===== src/rtl/flash_seq_ctl.sv =====
module flash_seq_ctl #(
  parameter int NBLK = 2,
  parameter int BLK_AW = 10,
  localparam int AW = $clog2(NBLK) + BLK_AW
) (
  input  logic          clk,
  input  logic          rst_n,
  input  logic          reg_wr,
  input  logic [2:0]    reg_wdata,
  output logic [2:0]    ctl_q,
  output logic          stat_busy,
  output logic          stat_err,
  input  logic          arr_wr,
  input  logic [AW-1:0] arr_addr,
  input  logic [31:0]   arr_wdata,
  input  logic          rd_req,
  input  logic [AW-1:0] rd_addr,
  output logic          arr_rd,
  output logic [AW-1:0] arr_rd_addr,
  output logic [1:0]    arr_rd_margin,
  output logic          op_valid,
  output logic          op_erase,
  output logic [AW-1:0] op_addr,
  output logic [511:0]  op_data,
  input  logic          op_done
);
  localparam int BKW = $clog2(NBLK);
  localparam int PGW = BLK_AW - 4;
  localparam int WPP = 16;

  logic seq, hv, mode, armed, err, busy;
  logic [NBLK-1:0] dirty, rest;
  logic [BKW-1:0]  ers_blk, cur, wblk;
  logic [PGW-1:0]  pg [NBLK];
  logic [31:0]     pbuf [NBLK][WPP];

  logic wr_ok, start, stop, prog_wr, lock_wr;

  assign wblk    = arr_addr[AW-1:BLK_AW];
  assign wr_ok   = reg_wr && !busy;
  assign start   = wr_ok && reg_wdata[0] && !seq;
  assign stop    = wr_ok && !reg_wdata[0];
  assign prog_wr = arr_wr && seq && !hv && !mode;
  assign lock_wr = arr_wr && seq && !hv && mode && !armed;

  always_comb begin
    cur = '0;
    for (int b = NBLK - 1; b >= 0; b--)
      if (dirty[b]) cur = BKW'(b);
  end
  assign rest = dirty & ~(NBLK'(1) << cur);

  assign ctl_q     = {mode, hv, seq};
  assign stat_busy = busy;
  assign stat_err  = err;
  assign op_valid  = busy;
  assign op_erase  = mode;
  assign op_addr   = mode ? {ers_blk, {BLK_AW{1'b0}}} : {cur, pg[cur], 4'b0};

  for (genvar w = 0; w < WPP; w++) begin : g_word
    assign op_data[32*w +: 32] = pbuf[cur][w];
  end

  always_ff @(posedge clk or negedge rst_n) begin
    if (!rst_n) begin
      {seq, hv, mode, armed, err, busy} <= '0;
      dirty         <= '0;
      ers_blk       <= '0;
      arr_rd        <= 1'b0;
      arr_rd_addr   <= '0;
      arr_rd_margin <= 2'b00;
      for (int b = 0; b < NBLK; b++) begin
        pg[b] <= '0;
        for (int w = 0; w < WPP; w++) pbuf[b][w] <= '1;
      end
    end else begin
      arr_rd        <= rd_req;
      arr_rd_addr   <= rd_addr;
      arr_rd_margin <= (seq && armed) ? (mode ? 2'b10 : 2'b01) : 2'b00;

      if (prog_wr) begin
        pbuf[wblk][arr_addr[3:0]] <= arr_wdata;
        pg[wblk]    <= arr_addr[BLK_AW-1:4];
        dirty[wblk] <= 1'b1;
        armed       <= 1'b1;
      end
      if (lock_wr) begin
        ers_blk <= wblk;
        armed   <= 1'b1;
      end

      if (busy && op_done) begin
        if (mode || rest == '0) busy <= 1'b0;
        if (!mode) dirty[cur] <= 1'b0;
      end

      if (wr_ok) begin
        seq <= reg_wdata[0];
        if (start || stop) mode <= reg_wdata[2];
        if (stop) begin
          hv    <= 1'b0;
          armed <= 1'b0;
          dirty <= '0;
          for (int b = 0; b < NBLK; b++)
            for (int w = 0; w < WPP; w++) pbuf[b][w] <= '1;
        end else if (start) begin
          hv    <= 1'b0;
          armed <= 1'b0;
          err   <= 1'b0;
        end else if (reg_wdata[1] && !hv) begin
          if (armed) begin
            hv   <= 1'b1;
            busy <= 1'b1;
          end else begin
            err  <= 1'b1;
          end
        end else if (!reg_wdata[1]) begin
          hv <= 1'b0;
        end
      end
    end
  end
endmodule


===== config.mk =====
export PLATFORM = sky130hd
export DESIGN_NAME = flash_seq_ctl
export DESIGN_NICKNAME = d
export VERILOG_FILES = /design/src/rtl/flash_seq_ctl.sv
export SDC_FILE = /design/constraint.sdc
export NUM_CORES = 2
export LEC_CHECK = 0
export ABC_CLOCK_PERIOD_IN_PS = 1500
export BUFFER_PORTS_ARGS = -buffer_cell sky130_fd_sc_hd__buf_4
export CORE_MARGIN = 5
export CORE_UTILIZATION = 45
export DETAILED_ROUTE_END_ITERATION = 10
export PLACE_DENSITY = 0.67
export SYNTH_ARGS = -nofsm -noshare
export SYNTH_HDL_FRONTEND = slang
export SYNTH_SLANG_ARGS = --single-unit

===== constraint.sdc =====
create_clock -name clk -period 1.5 [get_ports clk]
set_input_delay 0.075 -clock clk [delete_from_list [all_inputs] [get_ports clk]]
set_output_delay 0.075 -clock clk [all_outputs]
set_load 0.1 [all_outputs]

-- Word level (Yosys, flattened, before mapping)
Index checks and enable logic that the tools add are counted.
- muxes and demuxes: 51
- bitwise gates (word level): 9
- reduce and logical (&&, ||, !) cells: 29
- magnitude comparators: 9
- shift-type cells: 1
- eq/ne operators: 3
- operators by type and width (cell ; count):
    1024-bit two-way mux ; 3
    512-bit two-way mux ; 4
    1024-bit bitwise mux ; 1
    512-bit demux with 1-bit select ; 1
    32-bit demux with 4-bit select ; 1
    32-bit two-way mux ; 1
    1-bit two-way mux ; 24
    6-bit two-way mux ; 4
    1-bit logical AND ; 16
    2-bit two-way mux ; 7
    12-bit bitwise mux ; 1
    11-bit two-way mux ; 1
    6-bit demux with 1-bit select ; 1
    1-bit logical NOT ; 6
    5-bit greater-or-equal comparator, second input constant ; 1
    5-bit by 1-bit < comparator with 1-bit output, second input constant ; 1
    4-bit inverter with 5-bit output ; 1
    2-bit AND ; 2
    2-bit greater-or-equal comparator, second input constant ; 2
    1-bit by 2-bit < comparator with 1-bit output, second input constant ; 2
    4-bit by 1-bit inequality test with 1-bit output, second input constant ; 1
    4-bit inequality test, second input constant ; 1
    1-bit inverter with 2-bit output ; 2
    2-bit inverter ; 2
    other kinds (13) ; 16
- output and inout bits: 544
- bits of input ports: 63
- bits in registers: 1059

-- Longest topological paths before layout
- depth in word-level cells: 14
- gate-level depth with buffers: 6
- gate-level depth less buffers: 3

-- Worst setup path before layout
No wires, ideal clock.
- path type: flip-flop to output port
- from: register mode, in the netlist op_erase
- to: output port op_addr[10]
- cell stages (with the launch flop): 3
- slack: -1791 ps
- arrival: 3216 ps
- path buffers: 1
- cell sequence: dfrtp_1 clkbuf_1 o21ai_0
- cells in the longest elaborated chain, start to end: 1
- RTL lines (element ; RTL line ; text):
    start, declared ; 31 ; logic seq, hv, mode, armed, err, busy;
    start signal, assigned ; 99 ; if (start || stop) mode <= reg_wdata[2];
    11-bit two-way mux ; 58 ; assign op_addr = mode ? {ers_blk, {BLK_AW{1'b0}}} : {cur, pg[cur], 4'b0};
    end, declared ; 23 ; output logic [AW-1:0] op_addr,
No other way between the ends.

-- Worst setup path after layout
- from: register dirty[0]
- to: output port op_data[266]
- cells in the longest elaborated chain, start to end: 5
- RTL lines (element ; RTL line ; text):
    start, declared ; 32 ; logic [NBLK-1:0] dirty, rest;
    start signal, assigned ; 67 ; dirty <= '0;
    start signal, assigned by index ; 84 ; dirty[wblk] <= 1'b1;
    start signal, assigned by index ; 94 ; if (!mode) dirty[cur] <= 1'b0;
    1-bit two-way mux ; 49 ; if (dirty[b]) cur = BKW'(b);
    1-bit inverter with 2-bit output (not written as such) ; 61 ; assign op_data[32*w +: 32] = pbuf[cur][w];
    512-bit two-way mux (3 in a row) ; -- ;
    end, declared ; 24 ; output logic [511:0] op_data,
No other way between the ends. The select of a mux whose other input is x is not followed.

==> flow_results.xml <==
<?xml version="1.0" encoding="UTF-8"?>
<metrics>
  <group name="yosys">
    <metric name="synth-async-reset-ratio" unit="%">100.0</metric>
    <metric name="ys_top_cells_by_area" unit="">dfstp_2 (53%), mux2i_1 (19%), nand2_1 (11%), nor2_1 (7.4%), clkbuf_1 (2.0%)</metric>
    <metric name="synthDominantCellAreaShare" unit="%">52.56</metric>
    <metric name="netlist.top_cell.by_area" unit="">dfstp_2</metric>
    <metric name="post_synth_edffs" unit="">0</metric>
    <metric name="ys_seq_elements" unit="">1059</metric>
    <metric name="synth_area" unit="um^2">51190</metric>
    <metric name="netlist_instances" unit="">5225</metric>
    <metric name="synth-main-ff-cell" unit="">dfstp_2</metric>
    <metric name="syn_avg_cell_area" unit="um^2">9.797</metric>
    <metric name="share_of_the_yosys_chip_area_belonging_to_registers" unit="%">54.27</metric>
    <metric name="synth.lib_cells_used.distinct" unit="">40</metric>
    <metric name="ys_warn_count" unit="">0</metric>
  </group>
  <group name="clock_tree">
    <metric name="clockRootBuffer" unit="">clkbuf_16</metric>
    <metric name="clk_latency" unit="ns">0.70</metric>
    <metric name="cts_made_buffers" unit="">112</metric>
    <metric name="cts_num_sinks" unit="">1059</metric>
    <metric name="cts_tree" unit="">built</metric>
    <metric name="worst_setup_hold_path_clk_slew" unit="ns">0.06</metric>
    <metric name="clockBufferDepth" unit="">3</metric>
    <metric name="htree_levels" unit="">3</metric>
  </group>
  <group name="cells_and_area">
    <metric name="areaGrowthSynthToFinish" unit="%">31.60</metric>
    <metric name="most_common_library_cell_in_the_layout_ignoring_fill_and_taps" unit="">nand2_1</metric>
    <metric name="layout-drive-gt1-share" unit="%">39.23</metric>
    <metric name="layout_common_cells" unit="">nand2_1 (1455), dfstp_2 (1024), nor2_1 (982)</metric>
    <metric name="layout.core_utilization" unit="%">59.72</metric>
    <metric name="nets" unit="">5976</metric>
    <metric name="final_area" unit="um^2">67370</metric>
    <metric name="num-fill-cells" unit="">9127</metric>
  </group>
  <group name="placed_design">
    <metric name="placed_area" unit="um^2">60210</metric>
    <metric name="dp_hpwl" unit="mm">110.2</metric>
    <metric name="buffer_ports.inserted" unit="">602</metric>
    <metric name="globalplace.congestion" unit="">0.8267</metric>
  </group>
  <group name="route">
    <metric name="initialDrtViolationCount" unit="">3030</metric>
    <metric name="wire_per_inst" unit="um">22.08</metric>
    <metric name="drt_first_pass_iters" unit="">5</metric>
    <metric name="routed_wirelength" unit="mm">166.0</metric>
    <metric name="route.detailed.drc" unit="">0</metric>
    <metric name="num_vias" unit="">39970</metric>
    <metric name="viasPerCell" unit="">5.317</metric>
    <metric name="drt.antenna.violating_nets" unit="">0</metric>
  </group>
  <group name="power_and_ir_drop">
    <metric name="total_power" unit="W">0.09992</metric>
    <metric name="total_leakage_power" unit="nW">35.99</metric>
    <metric name="max-vdd-ir-drop" unit="V">0.001671</metric>
    <metric name="total_power_divided_by_cell_area" unit="nW/um^2">1483</metric>
  </group>
  <group name="floorplan">
    <metric name="dieWidth" unit="um">347.3</metric>
    <metric name="placement_rows" unit="">123</metric>
    <metric name="initial_core_util" unit="%">45.38</metric>
    <metric name="io_pins" unit="">607</metric>
    <metric name="die_height" unit="um">347.3</metric>
    <metric name="core_area" unit="um^2">112800</metric>
    <metric name="die-area" unit="um^2">120600</metric>
  </group>
  <group name="critical_path">
    <metric name="critPathMaxFanout" unit="">15</metric>
    <metric name="cp-start-kind" unit="">flop</metric>
    <metric name="cp.arrival" unit="ns">2.35</metric>
    <metric name="timing.setup.critical_path_class" unit="">reg2out</metric>
    <metric name="worst_setup_path_end_kind" unit="">primary output</metric>
    <metric name="cp_data_required_time" unit="ns">1.42</metric>
  </group>
  <group name="grt">
    <metric name="grt_usage" unit="%">26.40</metric>
    <metric name="gr_overflow_total" unit="">0</metric>
    <metric name="antenna_violations_before_repair" unit="">13</metric>
    <metric name="grt_first_pass_wirelength" unit="mm">250.0</metric>
    <metric name="first_global_vias" unit="">40670</metric>
    <metric name="grt_max_degree" unit="">75</metric>
  </group>
  <group name="timing">
    <metric name="fmax" unit="GHz">0.4132</metric>
    <metric name="clock-skew-final" unit="ns">0.01207</metric>
    <metric name="worst_slew_margin_relative_to_its_limit" unit="%">17.62</metric>
    <metric name="postLayoutSetupSlackWorst" unit="ns">-0.9202</metric>
    <metric name="final.min_clock_period" unit="ns">2.420</metric>
    <metric name="rsz0062_at_grt" unit="">yes</metric>
    <metric name="final-max-slew-violation-count" unit="">0</metric>
    <metric name="holdWs" unit="ns">0.06036</metric>
    <metric name="setup_violations" unit="">1564</metric>
    <metric name="finalSetupTns" unit="ns">-764.80</metric>
    <metric name="tightestPinTransition" unit="ns">1.236</metric>
    <metric name="hold_viol_final" unit="">0</metric>
    <metric name="fin_crit_sh" unit="%">161.3</metric>
  </group>
  <group name="outcome">
    <metric name="violations_in_the_final_reports" unit="">negative setup slack</metric>
    <metric name="result_of_the_run" unit="">complete, but fails checks</metric>
  </group>
  <group name="job">
    <metric name="cap_violations" unit="">0</metric>
  </group>
  <group name="hold_path">
    <metric name="hold_class" unit="">in2reg</metric>
  </group>
</metrics>
## per-layer routing
layer	vias to the layer above	GRT usage [%]	routed length, um
li1	18140	-	-
met3	310	3.874	8878
met2	1263	43.30	81260
met1	20250	34.56	68380
met4	8	12.63	7406
met5	-	0	48
## power breakdown
part	total (W)	switching, W	internal, W
clock	0.0277	0.0117	0.0161
sequential	0.0299	0.000315	0.0295
combinational	0.0423	0.0318	0.0105
total	0.0999	0.0438	0.0561
## registers in the layout (all words and copies together) (netlist names)
register / flops
op_erase: 1
stat_err: 1
dirty: 2
arr_rd_margin: 2
arr_rd: 1
ers_blk: 1
pg: 12
seq: 1
hv: 1
op_valid: 1
armed: 1
arr_rd_addr: 11
pbuf: 1024
## logic make-up after synthesis
group / share of synthesized area [%]
multiplexers: 19.39
AND/OR/NAND/NOR: 20.62
flip-flops: 54.27
AO/OA/AOI/OAI: 1.105
other: 0.007326
buffers and inverters: 4.600
## area by class of cell
type,instances,area (um^2),share of cell area [%]
Antenna cell,10,25.02,0.03715
Clock buffer,167,3312,4.916
Clock inverter,40,351.6,0.5219
Inverter,2,7.507,0.01114
Multi-Input combinational cell,3714,21730,32.26
Sequential cell,1059,27790,41.25
Tap cell,1500,1877,2.786
Timing Repair Buffer,1024,12270,18.22
## critical path: stages, from the launching register on
cell and delay, ns:
dfrtp_1 0.43, nor2b_4 0.19, buf_12 0.16, buf_12 0.17, buf_6 0.20, nand2_1 0.07, nand2_1 0.10, buf_4 0.31
## Yosys cell counts (2+ instances only)
| master | number |
|---|---|
| dfrtp_1 | 35 |
| nor2_1 | 1014 |
| a21oi_1 | 10 |
| mux2i_1 | 976 |
| nand2b_1 | 2 |
| buf_2 | 95 |
| nand4_4 | 6 |
| nand3_1 | 2 |
| nor3b_4 | 2 |
| nand3_4 | 17 |
| a221o_1 | 48 |
| buf_6 | 54 |
| dfstp_2 | 1024 |
| buf_4 | 24 |
| and3_1 | 4 |
| and3b_1 | 3 |
| clkbuf_1 | 274 |
| nand2_1 | 1556 |
| and2_1 | 28 |
| buf_1 | 4 |
| buf_12 | 2 |
| mux2_2 | 14 |
| o21ai_0 | 2 |
| nor4_1 | 2 |
| nor2b_1 | 5 |
| inv_1 | 2 |
| nand3_2 | 6 |
| nor3_1 | 2 |
## stage by stage
step	instances	worst slack, ns
after floorplan	5228	-0.4679
after global placement	7213	-0.3816
after detailed placement	7213	-0.4629
after CTS	7494	-0.9765
after global routing	7512	-1.042
final	7516	-0.9202
## timing repair
action / in CTS / in global routing
buffers inserted: 1 / 6
hold buffers: 73 / 0
endpoints found under the setup margin: 1565 / 1566
gates resized for setup: 344 / 305
cloned: 0 / 7
endpoints found under the hold margin: 1513 / 0
pin swaps: 8 / 12
## final timing paths
check | cells after the start | end | start | slack, ns
min in group asynchronous | 2 | pbuf[916] | rst_n | 0.15
hold / removal | 2 | arr_rd_addr[4] | rd_addr[4] | 0.06
hold reg to reg | 1 | pg[5] | pg[5] | 0.51
setup reg to reg | 6 | pbuf[965] | op_valid | -0.49
max in group asynchronous | 3 | arr_rd_addr[10] | rst_n | 0.65
setup / recovery | 7 | op_data[266] | dirty[0] | -0.92
(Power assumes the default switching activity.)
